### src/rtl/sat_pkg.sv
// Shared types and helpers for the serial audio transmitter.
// Assumes the sample width is greater than the short slot and pad widths.
package sat_pkg;
    localparam int SAMPLE_W = 24;
    localparam int PAD_W    = 8;
    localparam int SHORT_W  = 16;
    localparam int SLOT_MAX = SAMPLE_W + PAD_W;
    localparam int CNT_W    = $clog2(SLOT_MAX);
    localparam int CHANNELS = 2;

    localparam logic [CNT_W-1:0] TOP_POS    = CNT_W'(SAMPLE_W - 1);
    localparam logic [CNT_W-1:0] PAD_CNT    = CNT_W'(PAD_W);
    localparam logic [CNT_W-1:0] SAMPLE_CNT = CNT_W'(SAMPLE_W);

    typedef enum logic [1:0] {
        LEN_SHORT = 2'b00,
        LEN_FULL  = 2'b01,
        LEN_LONG  = 2'b10,
        LEN_LONG2 = 2'b11
    } slot_len_e;

    typedef struct packed {
        logic      irq_en;
        logic      expand;
        slot_len_e len;
    } ctrl_t;

    // Last bit index of a slot for a given length code
    function automatic logic [CNT_W-1:0] last_index(input slot_len_e len);
        case (len)
            LEN_SHORT: return CNT_W'(SHORT_W - 1);
            LEN_FULL:  return CNT_W'(SAMPLE_W - 1);
            default:   return CNT_W'(SLOT_MAX - 1);
        endcase
    endfunction

    // Serial bit sent at position idx of a slot carrying sample s
    function automatic logic slot_bit(input logic [SAMPLE_W-1:0] s,
                                      input logic [CNT_W-1:0] idx,
                                      input slot_len_e len,
                                      input logic xp);
        logic [CNT_W-1:0]    pos;
        logic [SAMPLE_W-1:0] sh;
        if (len[1] && xp)
            pos = (idx < PAD_CNT) ? TOP_POS : TOP_POS - (idx - PAD_CNT);
        else if (idx < SAMPLE_CNT)
            pos = TOP_POS - idx;
        else
            pos = '0;
        sh = s >> pos;
        return sh[0];
    endfunction
endpackage

### src/rtl/sat_bitclk_frame.sv
// Bit-clock edge detection and slot framing.
// Assumes sck is synchronous to clk and stays at each level for at least
// one clk period. Reset parks the counter past any slot end so that the
// first falling edge opens a left slot.
module sat_bitclk_frame
    import sat_pkg::*;
(
    input  logic             clk,
    input  logic             rst_n,
    input  logic             sck,
    input  slot_len_e        len,
    output logic             fall,
    output logic             wrap,
    output logic             ws,
    output logic [CNT_W-1:0] next_idx
);
    logic             sck_q;
    logic [CNT_W-1:0] cnt;

    assign fall     = sck_q & ~sck;
    assign wrap     = fall && (cnt >= last_index(len));
    assign next_idx = wrap ? '0 : cnt + 1'b1;

    // Remember the previous bit-clock level
    always_ff @(posedge clk) begin
        if (!rst_n) sck_q <= 1'b0;
        else        sck_q <= sck;
    end

    // Advance bit position and flip word select at slot boundaries
    always_ff @(posedge clk) begin
        if (!rst_n) begin
            cnt <= '1;
            ws  <= 1'b1;
        end else if (fall) begin
            cnt <= next_idx;
            if (wrap) ws <= ~ws;
        end
    end
endmodule

### src/rtl/sat_hold_chan.sv
// One channel's holding register and empty flag.
// A host write clears the flag and wins over a same-edge copy into the shifter.
module sat_hold_chan
    import sat_pkg::*;
(
    input  logic                clk,
    input  logic                rst_n,
    input  logic                wr,
    input  logic [SAMPLE_W-1:0] wdata,
    input  logic                load,
    output logic [SAMPLE_W-1:0] hold,
    output logic                empty
);
    // Store host data
    always_ff @(posedge clk) begin
        if (!rst_n)  hold <= '0;
        else if (wr) hold <= wdata;
    end

    // Track whether the stored sample has been consumed
    always_ff @(posedge clk) begin
        if (!rst_n)    empty <= 1'b1;
        else if (wr)   empty <= 1'b0;
        else if (load) empty <= 1'b1;
    end
endmodule

### src/rtl/sat_serializer.sv
// Slot shifter: captures a sample at slot start and drives the serial bit.
// Assumes wrap only occurs together with fall.
module sat_serializer
    import sat_pkg::*;
(
    input  logic                clk,
    input  logic                rst_n,
    input  logic                fall,
    input  logic                wrap,
    input  logic                pick_left,
    input  logic [CNT_W-1:0]    next_idx,
    input  logic [SAMPLE_W-1:0] hold_l,
    input  logic [SAMPLE_W-1:0] hold_r,
    input  slot_len_e           len,
    input  logic                expand,
    output logic                sdo
);
    logic [SAMPLE_W-1:0] cur;
    logic [SAMPLE_W-1:0] src;

    // Choose the sample feeding this bit
    always_comb begin
        if (wrap) src = pick_left ? hold_l : hold_r;
        else      src = cur;
    end

    // Capture new sample at slot start and emit the next bit
    always_ff @(posedge clk) begin
        if (!rst_n) begin
            cur <= '0;
            sdo <= 1'b0;
        end else if (fall) begin
            sdo <= slot_bit(src, next_idx, len, expand);
            if (wrap) cur <= src;
        end
    end
endmodule

### src/rtl/sat_irq_decode.sv
// Decodes the three transmit requests from the enable and empty flags.
// Purely combinational from registers, so requests follow them directly.
module sat_irq_decode (
    input  logic irq_en,
    input  logic empty_l,
    input  logic empty_r,
    output logic irq_left,
    output logic irq_right,
    output logic irq_under
);
    // Classify the flag pair into one request
    always_comb begin
        irq_left  = irq_en &  empty_l & ~empty_r;
        irq_right = irq_en & ~empty_l &  empty_r;
        irq_under = irq_en &  empty_l &  empty_r;
    end
endmodule

### src/rtl/sat_tx.sv
// Serial audio stereo transmitter top level.
// Holds the control word, joins framing, per-channel holding registers,
// the shifter and the request decoder. Assumes sck is already synchronous.
module sat_tx
    import sat_pkg::*;
(
    input  logic                clk,
    input  logic                rst_n,
    input  logic                sck,
    input  logic                soft_rst,
    input  logic                ctrl_wr,
    input  logic [3:0]          ctrl_din,
    input  logic                wr_left,
    input  logic                wr_right,
    input  logic [SAMPLE_W-1:0] wdata,
    output logic                sdo,
    output logic                ws,
    output logic                left_empty,
    output logic                right_empty,
    output logic                irq_left,
    output logic                irq_right,
    output logic                irq_under
);
    ctrl_t               ctrl;
    logic                fall;
    logic                wrap;
    logic [CNT_W-1:0]    next_idx;
    logic [CHANNELS-1:0] ch_wr;
    logic [CHANNELS-1:0] ch_load;
    logic [CHANNELS-1:0] ch_empty;
    logic [SAMPLE_W-1:0] ch_hold [CHANNELS];

    // Control word with software reset of padding and enable
    always_ff @(posedge clk) begin
        if (!rst_n) begin
            ctrl <= '0;
        end else if (soft_rst) begin
            ctrl.irq_en <= 1'b0;
            ctrl.expand <= 1'b0;
        end else if (ctrl_wr) begin
            ctrl <= ctrl_t'(ctrl_din);
        end
    end

    sat_bitclk_frame u_frame (
        .clk      (clk),
        .rst_n    (rst_n),
        .sck      (sck),
        .len      (ctrl.len),
        .fall     (fall),
        .wrap     (wrap),
        .ws       (ws),
        .next_idx (next_idx)
    );

    // Channel 0 is left (opened when ws was high), channel 1 is right
    assign ch_wr   = {wr_right, wr_left};
    assign ch_load = {wrap & ~ws, wrap & ws};

    for (genvar ch = 0; ch < CHANNELS; ch++) begin : g_chan
        sat_hold_chan u_hold (
            .clk   (clk),
            .rst_n (rst_n),
            .wr    (ch_wr[ch]),
            .wdata (wdata),
            .load  (ch_load[ch]),
            .hold  (ch_hold[ch]),
            .empty (ch_empty[ch])
        );
    end

    sat_serializer u_ser (
        .clk       (clk),
        .rst_n     (rst_n),
        .fall      (fall),
        .wrap      (wrap),
        .pick_left (ws),
        .next_idx  (next_idx),
        .hold_l    (ch_hold[0]),
        .hold_r    (ch_hold[1]),
        .len       (ctrl.len),
        .expand    (ctrl.expand),
        .sdo       (sdo)
    );

    sat_irq_decode u_irq (
        .irq_en    (ctrl.irq_en),
        .empty_l   (ch_empty[0]),
        .empty_r   (ch_empty[1]),
        .irq_left  (irq_left),
        .irq_right (irq_right),
        .irq_under (irq_under)
    );

    assign left_empty  = ch_empty[0];
    assign right_empty = ch_empty[1];
endmodule

### config.mk
export PLATFORM = sky130hd
export DESIGN_NAME = sat_tx
export DESIGN_NICKNAME = d
export VERILOG_FILES = /design/src/rtl/sat_pkg.sv /design/src/rtl/sat_bitclk_frame.sv /design/src/rtl/sat_hold_chan.sv /design/src/rtl/sat_serializer.sv /design/src/rtl/sat_irq_decode.sv /design/src/rtl/sat_tx.sv
export SDC_FILE = /design/constraint.sdc
export NUM_CORES = 1
export LEC_CHECK = 0
export BUFFER_PORTS_ARGS = -buffer_cell sky130_fd_sc_hd__buf_2
export CAP_MARGIN = 5
export CORE_UTILIZATION = 24
export DETAILED_ROUTE_END_ITERATION = 12
export GPL_TIMING_DRIVEN = 0
export PLACE_DENSITY = 0.46
export SLEW_MARGIN = 10
export SYNTH_ARGS = -nofsm -noshare
export SYNTH_HDL_FRONTEND = slang
export SYNTH_SLANG_ARGS = --single-unit
export TNS_END_PERCENT = 100
### constraint.sdc
create_clock -name clk -period 4.1 [get_ports clk]
set_input_delay 0.615 -clock clk [delete_from_list [all_inputs] [get_ports clk]]
set_output_delay 0.615 -clock clk [all_outputs]
set_load 0.01 [all_outputs]
==> results of run 1 <==
-- final timing paths --
kind,to,from,slack [ps]
min reg2reg,u_ser.cur[23],u_ser.cur[23],470
min,u_ser.cur[23],u_ser.cur[23],470
max,u_ser.sdo,u_frame.cnt[0],1320
max reg2reg,u_ser.sdo,u_frame.cnt[0],1320
-- state kept, by name, indices dropped and copies added, names as in the netlist --
| register | flops |
|---|---|
| ctrl | 4 |
| g_chan.u_hold.empty | 2 |
| g_chan.u_hold.hold | 48 |
| u_frame.cnt | 5 |
| u_frame.sck_q | 1 |
| u_frame.ws | 1 |
| u_ser.cur | 24 |
| u_ser.sdo | 1 |
-- routing by layer --
layer / global-route usage [%] / part of all wire (%) / vias up / wire (um)
met5: 0 / 0 / - / 0
met1: 16.8 / 50 / 1388 / 4920
met2: 19.1 / 43 / 56 / 4220
met4: 3.45 / 1.2 / 0 / 117
li1: - / - / 1509 / -
met3: 3.57 / 5.0 / 8 / 485
-- critical path, stage by stage, from the launching register on --
cell      delay (ps)
dfxtp_1          510
ha_1             370
nand3_2          170
or3_1            350
a31o_4           280
nand2_8          100
mux4_2           510
a211oi_1         290
o31ai_1           90
-- final cells by class --
class | instances | area, um2
Tap cell | 216 | 270
Sequential cell | 86 | 1720
Multi-Input combinational cell | 282 | 2150
Buffer | 27 | 111
Inverter | 4 | 15.0
Fill cell | 1709 | 11200
Timing Repair Buffer | 39 | 195
Clock buffer | 10 | 239
Clock inverter | 6 | 109
-- kinds of logic after synthesis --
kind of cell               after synthesis
AOI/OAI and AO/OA                       60
xor gates and xnor gates                 2
adders and majority gates                3
buffers and inverters                   31
DFF                                     86
muxes                                   84
and+or+nand+nor                        133
-- cell usage after synthesis, types with 2 or more instances --
master    count  area (um2)
ha_1          3        37.5
buf_4         2        15.0
a221oi_1      2        17.5
o211a_1      23         230
xor2_1        2        17.5
mux2_2        2        22.5
and2_1        3        18.8
nand2_1      39         146
dfxtp_1      86        1720
clkbuf_1     21        78.8
nor2_1       15        56.3
mux4_2        2        45.0
o21ai_0       8        40.0
nand3b_1      2        15.0
buf_1         2        7.51
and3_1        2        12.5
o211ai_1      3        22.5
o311ai_0      3        26.3
nand2b_1      4        25.0
nor3_1        2        10.0
a211oi_1      2        15.0
nor2b_1      52         325
buf_2         2        10.0
inv_1         4        15.0
a21oi_1       8        40.0
nand3_1       5        25.0
and2_2        2        15.0
mux2i_1      80         801
a21bo_2       2        20.0
-- report_power, final --
part / switching (mW) / internal [mW] / leakage (nW)
logic: 0.160 / 0.134 / 1.46
clock network: 0.343 / 0.611 / 0.172
registers: 0.0284 / 0.885 / 0.707
total: 0.531 / 1.63 / 2.34
-- through the flow --
| stage | util, % | cells |
|---|---|---|
| finish | 30.0 | 670 |
| global route | 30.0 | 670 |
| CTS | 30.0 | 670 |
| detailed placement | 27.8 | 654 |
| global placement | 27.8 | 654 |
| floorplan | - | 399 |
==> flow_summary.ini, run 1 <==
[sta]
setup_viol = 0
period_minus_slack_ps = 2780
hold_viol = 0
finClkSkew_ps = 6.95
relSlewSlack_pct = 41.6
clock.fmax_mhz = 359
slew_viol_final = 0
holdWs_ps = 466
rsz0062_at_grt = no
fin_ws_ps = 1320
worst_pin_slew_ps = 875
tns_ps = 0
timing.final.crit_share_pct = 67.9

[detailed_routing]
wirelength_um = 9740
ant_nets = 0
vias = 2961
drc = 0
drtIter0Drc = 143
drt_first_pass_iters = 4
viasPerCell = 4.42
wl_per_cell_um = 14.5

[cts]
clk_pin_slew_worst_paths_ps = 60
cts-root-buf = clkbuf_16
clk_latency_ps = 350
cts_setup_buffers = 0
cts_sinks = 86
cts_buffers = 9
post_cts_resized = 0
clock_path_buffers = 2
cts_max_level = 3
cts_tree = yes
cts_hold_buf = 0

[power]
power.density_nw_per_um2 = 449
power_mw = 2.16
vdd_ir_drop_max_mv = 0.201
p_leak_nw = 2.34

[place]
place.gp.congestion = 0.778
pre_cts_slack_ps = 1330
io_buffer_count = 39
dpl_cell_area_um2 = 4460
dp_hpwl_um = 7040

[grt]
grt_pass1_wl_um = 15800
grt_max_degree = 15
track_usage_pct = 12.4
antenna_found_initial = 0
grt.overflow.total = 0
grt_pass1_vias = 3008

[critical_path]
required_ps = 4330
crit_fanout = 10
criticalPathCategory = reg2reg
worstRegToRegCells = 8
arrival_ps = 3020
worstSetupStartpointType = register
endpoint_kind = register

[synth]
synth_fa_ha_area_share_pct = 0.939
async_flop_share_pct = 0
synth_compound_area_share_pct = 12.6
synthXorXnorAreaFrac_pct = 0.438
avgSynthCellArea_um2 = 10.0
synth_nets = 437
synth_cell_types = 45
yosysWarnings = 0
ys_seq_area_share_pct = 43.1
synth-simple-area-share_pct = 18.0
ys_ff_latch = 86
synth_top_family_by_area = multiplexers
synthMuxAreaShare_pct = 21.7
synth-edff-count = 0
syn-cell-area_um2 = 4000
syn_inst = 399
synthFlopType = dfxtp_1

[final_layout]
final_nets = 487
area_delta_synth_final_pct = 20.3
drive_gt1_share_pct = 16.5
diodes = 0
mostFrequentLayoutCells = 86 x dfxtp_1, 80 x mux2i_1, 52 x nor2b_1, 41 x buf_2, 39 x nand2_1
design_area_um2 = 4810
final_common_cell = dfxtp_1

[floorplanning]
initial_core_util_pct = 24.9
dieArea_um2 = 17200
die_h_um = 131
num_rows = 46
fp.coreArea_um2 = 16100
boundaryPins = 42
fp.dieW_um = 131

[worst_hold_path]
hp-class = reg2reg
min_path_cells = 2

[status]
outcome = complete, no violations

[run]
max_cap_viol_count = 0
(Power assumes the default switching activity.)
==> inputs of run 2 (changes only) <==
==> constraint.sdc (replaced) <==
create_clock -name clk -period 2.6 [get_ports clk]
set_input_delay 0.39 -clock clk [delete_from_list [all_inputs] [get_ports clk]]
set_output_delay 0.39 -clock clk [all_outputs]
set_load 0.01 [all_outputs]
==> run 2 against run 1 <==
  * Global-route usage unchanged
  * Routed wire length increased by 0.85%
  * Setup slack got worse by 1200 ps
  * Flip-flop and latch count unchanged
  * Critical endpoint unchanged
  * Via count increased by 1.2%
  * Sequential share of layout area decreased by 0.072 points
  * Power increased by 58%
  * Count of clock-buffer cells in the layout unchanged
==> flow_summary.ini, run 2 (synthesis results as in run 1) <==
[status]
outcome = complete, no violations

[sta]
timing.final.crit_share_pct = 95.2
setup_viol = 0
hold_viol = 0
worst_pin_slew_ps = 877
rsz0062_at_grt = yes
relSlewSlack_pct = 41.5
tns_ps = 0
finClkSkew_ps = 4.95
period_minus_slack_ps = 2480
slew_viol_final = 0
clock.fmax_mhz = 404

[detailed_routing]
ant_nets = 0
vias = 2998
wirelength_um = 9820
drt_first_pass_iters = 5
wl_per_cell_um = 14.7
viasPerCell = 4.47
drtIter0Drc = 144
drc = 0

[final_layout]
drive_gt1_share_pct = 17.6
final_nets = 487
fill_cells = 1706
mostFrequentLayoutCells = 84 x dfxtp_1, 80 x mux2i_1, 52 x nor2b_1, 42 x buf_2, 39 x nand2_1
top_regs = g_chan.u_hold.hold x48, u_ser.cur x24, u_frame.cnt x5
diodes = 0
final_common_cell = dfxtp_1
largest_reg_flops = 48
top_register = g_chan.u_hold.hold
area_delta_synth_final_pct = 20.9

[cts]
cts_sinks = 86
clock_path_buffers = 2
cts-root-buf = clkbuf_16
cts_setup_buffers = 0
cts_max_level = 3
cts_tree = yes
cts_hold_buf = 0
post_cts_resized = 3
clk_pin_slew_worst_paths_ps = 60
cts_buffers = 9
clk_latency_ps = 340

[place]
io_buffer_count = 39
place.gp.congestion = 0.778
dp_hpwl_um = 7040

[grt]
antenna_found_initial = 0
grt.overflow.total = 0
grt_pass1_wl_um = 15800
track_usage_pct = 12.4
grt_max_degree = 15
grt_pass1_vias = 3017

[power]
p_seq_share_pct = 42.1
vdd_ir_drop_max_mv = 0.316
power_frac_clock_pct = 44.1
p_leak_nw = 2.34
power_switching_uw = 844
pwr-share-comb_pct = 13.8
p_int_mw = 2.57
power.density_nw_per_um2 = 707
switching_share_pct = 24.7
power_mw = 3.42

[critical_path]
r2r_end = u_ser.sdo
timing.rr.start = u_frame.cnt[0]
cpPeakStageDelay_ps = 510
rrSetupSlack_ps = 120
endpoint_kind = register
crit_fanout = 10
critPathTopFamily = compound AO/OA/AOI/OAI gates
worstPathCellList = ha_4, nand3_2, or3_1, a31o_4, nand2_8, mux4_2, a211oi_1, o31ai_1
criticalPathCategory = reg2reg
cpMaxStageDelayCell = mux4_2
cp.buffers_inverters = 0
arrival_ps = 2710
worstSetupStartpointType = register
worstRegToRegCells = 8
required_ps = 2830

[floorplanning]
num_rows = 46
fp.coreArea_um2 = 16100
initial_core_util_pct = 24.9
die_h_um = 131
boundaryPins = 42
fp.dieW_um = 131
dieArea_um2 = 17200

[worst_hold_path]
hp-class = in2reg
hold_end = u_frame.sck_q
hp-start = sck
min_path_cells = 2

[run]
max_cap_viol_count = 0
-- run 2: cell type report --
| cell class | count | area, um2 | area share (%) |
|---|---|---|---|
| multi-input cells | 282 | 2170 | 44.8 |
| repair buffers | 39 | 195 | 4.04 |
| clock buffers | 10 | 239 | 4.94 |
| plain buffers | 27 | 113 | 2.33 |
| well taps | 216 | 270 | 5.59 |
| clock inverters | 6 | 109 | 2.25 |
| inverters | 4 | 15.0 | 0.311 |
| flip-flops and latches | 86 | 1730 | 35.7 |
-- run 2: worst max path at each step --
stage,startpoint,end,slack [ps],depth (start not counted)
after floorplan,u_frame.cnt[0],u_ser.sdo,160,8
after global placement,u_frame.cnt[0],u_ser.sdo,-140,8
after detailed placement,u_frame.cnt[0],u_ser.sdo,-170,8
after CTS,u_frame.cnt[1],u_ser.sdo,40,8
after global routing,ctrl[1],u_ser.cur[11],-40,9
final,u_frame.cnt[0],u_ser.sdo,120,8
-- run 2: power groups by stage --
stage / Clock, mW / Combinational, mW / Sequential [mW]
6_report: 1.51 / 0.470 / 1.44
5_1_grt: 1.60 / 0.523 / 1.45
4_1_cts: 1.55 / 0.474 / 1.44
3_5_place_dp: 0 / 0.469 / 1.47
3_3_place_gp: 0 / 0.463 / 1.47
2_1_floorplan: 0 / 0.340 / 1.46
-- run 2: per-stage QoR --
stage | utilization (%) | instances | hold slack [ps] | cell area [um2] | setup WS (ps)
6_report | 30.1 | 670 | 277 | 4830 | 124
5_1_grt | 30.1 | 670 | 288 | 4830 | -44.8
4_1_cts | 30.0 | 670 | 267 | 4820 | 37.0
3_5_place_dp | 27.8 | 654 | 461 | 4460 | -167
3_3_place_gp | 27.8 | 654 | 456 | 4460 | -139
2_1_floorplan | - | 399 | 432 | 4000 | 156
-- run 2: routing by layer --
layer / vias to the layer above / GRT usage, % / routed length [um]
met1: 1424 / 16.8 / 5010
met3: 7 / 3.57 / 424
met5: - / 0 / 0
met4: 0 / 3.45 / 97
li1: 1508 / - / -
met2: 59 / 19.1 / 4290
==> inputs of run 3 (changes only) <==
--- a/config.mk
+++ b/config.mk
@@ -7,10 +7,12 @@
 export LEC_CHECK = 0
 export BUFFER_PORTS_ARGS = -buffer_cell sky130_fd_sc_hd__buf_2
 export CAP_MARGIN = 5
+export CELL_PAD_IN_SITES_DETAIL_PLACEMENT = 1
+export CELL_PAD_IN_SITES_GLOBAL_PLACEMENT = 1
 export CORE_UTILIZATION = 24
 export DETAILED_ROUTE_END_ITERATION = 12
 export GPL_TIMING_DRIVEN = 0
-export PLACE_DENSITY = 0.46
+export PLACE_DENSITY = 0.54
 export SLEW_MARGIN = 10
 export SYNTH_ARGS = -nofsm -noshare
 export SYNTH_HDL_FRONTEND = slang
==> run 3 against run 2 <==
  * Count of clock-buffer cells in the layout grew 2
  * Global-route usage grew 1.1 points
  * Design area shrank 1.6%
  * Routed wire length grew 6.6%
  * Critical path depth is the same
  * Sequential share of layout area grew 0.57 points
  * Clock skew is essentially flat
  * Hold slack gained 9.6 ps
  * Sequential power is essentially flat
  * Register-to-register slack lost 50 ps
  * Largest power group is now registers
  * Highest routed layer unchanged
==> flow_summary.ini, run 3 (synthesis results as in run 1) <==
[cts]
cts_buffers = 9
cts_max_level = 3
cts_hold_buf = 0
clock_path_buffers = 2
cts_tree = yes
cts_sinks = 86
cts-root-buf = clkbuf_16
cts_setup_buffers = 0
clk_pin_slew_worst_paths_ps = 60
clk_latency_ps = 340

[grt]
antenna_found_initial = 0
grt_pass1_wl_um = 17200
track_usage_pct = 13.5
grt_pass1_vias = 3212
grt.overflow.total = 0
grt_max_degree = 14

[run]
max_cap_viol_count = 0

[sta]
worst_pin_slew_ps = 898
period_minus_slack_ps = 2530
slew_viol_final = 0
clock.fmax_mhz = 396
hold_viol = 0
finClkSkew_ps = 4.81
relSlewSlack_pct = 40.1
fin_ws_ps = 74.3
timing.final.crit_share_pct = 97.1
holdWs_ps = 287
setup_viol = 0

[place]
pre_cts_slack_ps = -227
dp_hpwl_um = 7700
place.gp.congestion = 0.788
io_buffer_count = 39

[final_layout]
top_regs = g_chan.u_hold.hold x48, u_ser.cur x24, u_frame.cnt x5
top_register = g_chan.u_hold.hold
final_nets = 487
largest_reg_flops = 48
diodes = 0
mostFrequentLayoutCells = 84 x dfxtp_1, 80 x mux2i_1, 52 x nor2b_1, 41 x buf_2, 39 x nand2_1
area_delta_synth_final_pct = 19.0
final_common_cell = dfxtp_1
drive_gt1_share_pct = 17.2

[power]
pwr-share-comb_pct = 15.4
p_seq_share_pct = 46.3
vdd_ir_drop_max_mv = 0.371
p_leak_nw = 2.30
power_switching_uw = 835
power.density_nw_per_um2 = 655
p_int_mw = 2.28
power_frac_clock_pct = 38.4
switching_share_pct = 26.8

[floorplanning]
die_h_um = 131
fp.dieW_um = 131
boundaryPins = 42
fp.coreArea_um2 = 16100
dieArea_um2 = 17200
num_rows = 46
initial_core_util_pct = 24.9

[worst_hold_path]
min_path_cells = 3
hp-class = in2reg

[detailed_routing]
drt_first_pass_iters = 5
wl_per_cell_um = 15.7
wirelength_um = 10500
ant_nets = 0
drc = 0
vias = 3060
drtIter0Drc = 82
viasPerCell = 4.57

[critical_path]
criticalPathCategory = reg2reg
crit_fanout = 10
endpoint_kind = register
arrival_ps = 2750
worstRegToRegCells = 8
required_ps = 2820
worstSetupStartpointType = register

[status]
outcome = complete, no violations
[run 3: layout make-up]
class                   count  area, um2
clock buffers              12        246
flip-flops and latches     86       1730
fillers                  1819      11300
plain buffers              27        116
clock inverters             3       21.3
repair buffers             39        195
inverters                   4       15.0
multi-input cells         282       2170
well taps                 216        270
[run 3: power groups by stage]
stage	Combinational, mW	Clock (mW)	Sequential (mW)
after global placement	0.467	0	1.47
after detailed placement	0.480	0	1.47
after global routing	0.537	1.29	1.45
final	0.479	1.20	1.44
after floorplan	0.340	0	1.46
after CTS	0.484	1.23	1.44
[run 3: layer usage]
| metal | GRT usage [%] | wire length, um | share of wire (%) | up-vias |
|---|---|---|---|---|
| li1 | - | - | - | 1513 |
| met1 | 17.3 | 5080 | 49 | 1489 |
| met2 | 22.1 | 4870 | 47 | 48 |
| met3 | 3.41 | 392 | 3.7 | 10 |
| met4 | 4.26 | 125 | 1.2 | 0 |
| met5 | 0 | 0 | 0 | - |
[run 3: what timing repair did]
item                       4_1_cts  5_1_grt
gates cloned                     0        0
resized for setup                5        7
setup endpoints to repair        2       18
[run 3: path summary, 6_finish.rpt]
path                       start            end  slack [ps]
hold / removal       ctrl_din[3]        ctrl[3]         290
setup reg to reg  u_frame.cnt[0]      u_ser.sdo          70
hold reg to reg    u_ser.cur[23]  u_ser.cur[23]         470
setup / recovery  u_frame.cnt[0]      u_ser.sdo          70
[run 3: worst max-delay path: stages, from the launching register on]
cell	delay [ps]
dfxtp_4	420
ha_4	190
nand3_2	150
or3_1	360
a31o_4	280
nand2_8	100
mux4_2	520
a211oi_1	300
o31ai_1	100
[run 3: through the flow]
step | instance area [um2] | instances | total power [mW] | setup TNS [ps] | util (%)
floorplan | 4000 | 399 | 1.80 | 0 | -
global placement | 4460 | 654 | 1.93 | -184 | 27.8
detailed placement | 4460 | 654 | 1.95 | -272 | 27.8
CTS | 4750 | 669 | 3.16 | 0 | 29.6
global route | 4760 | 669 | 3.28 | -7.69 | 29.6
finish | 4760 | 669 | 3.12 | 0 | 29.6
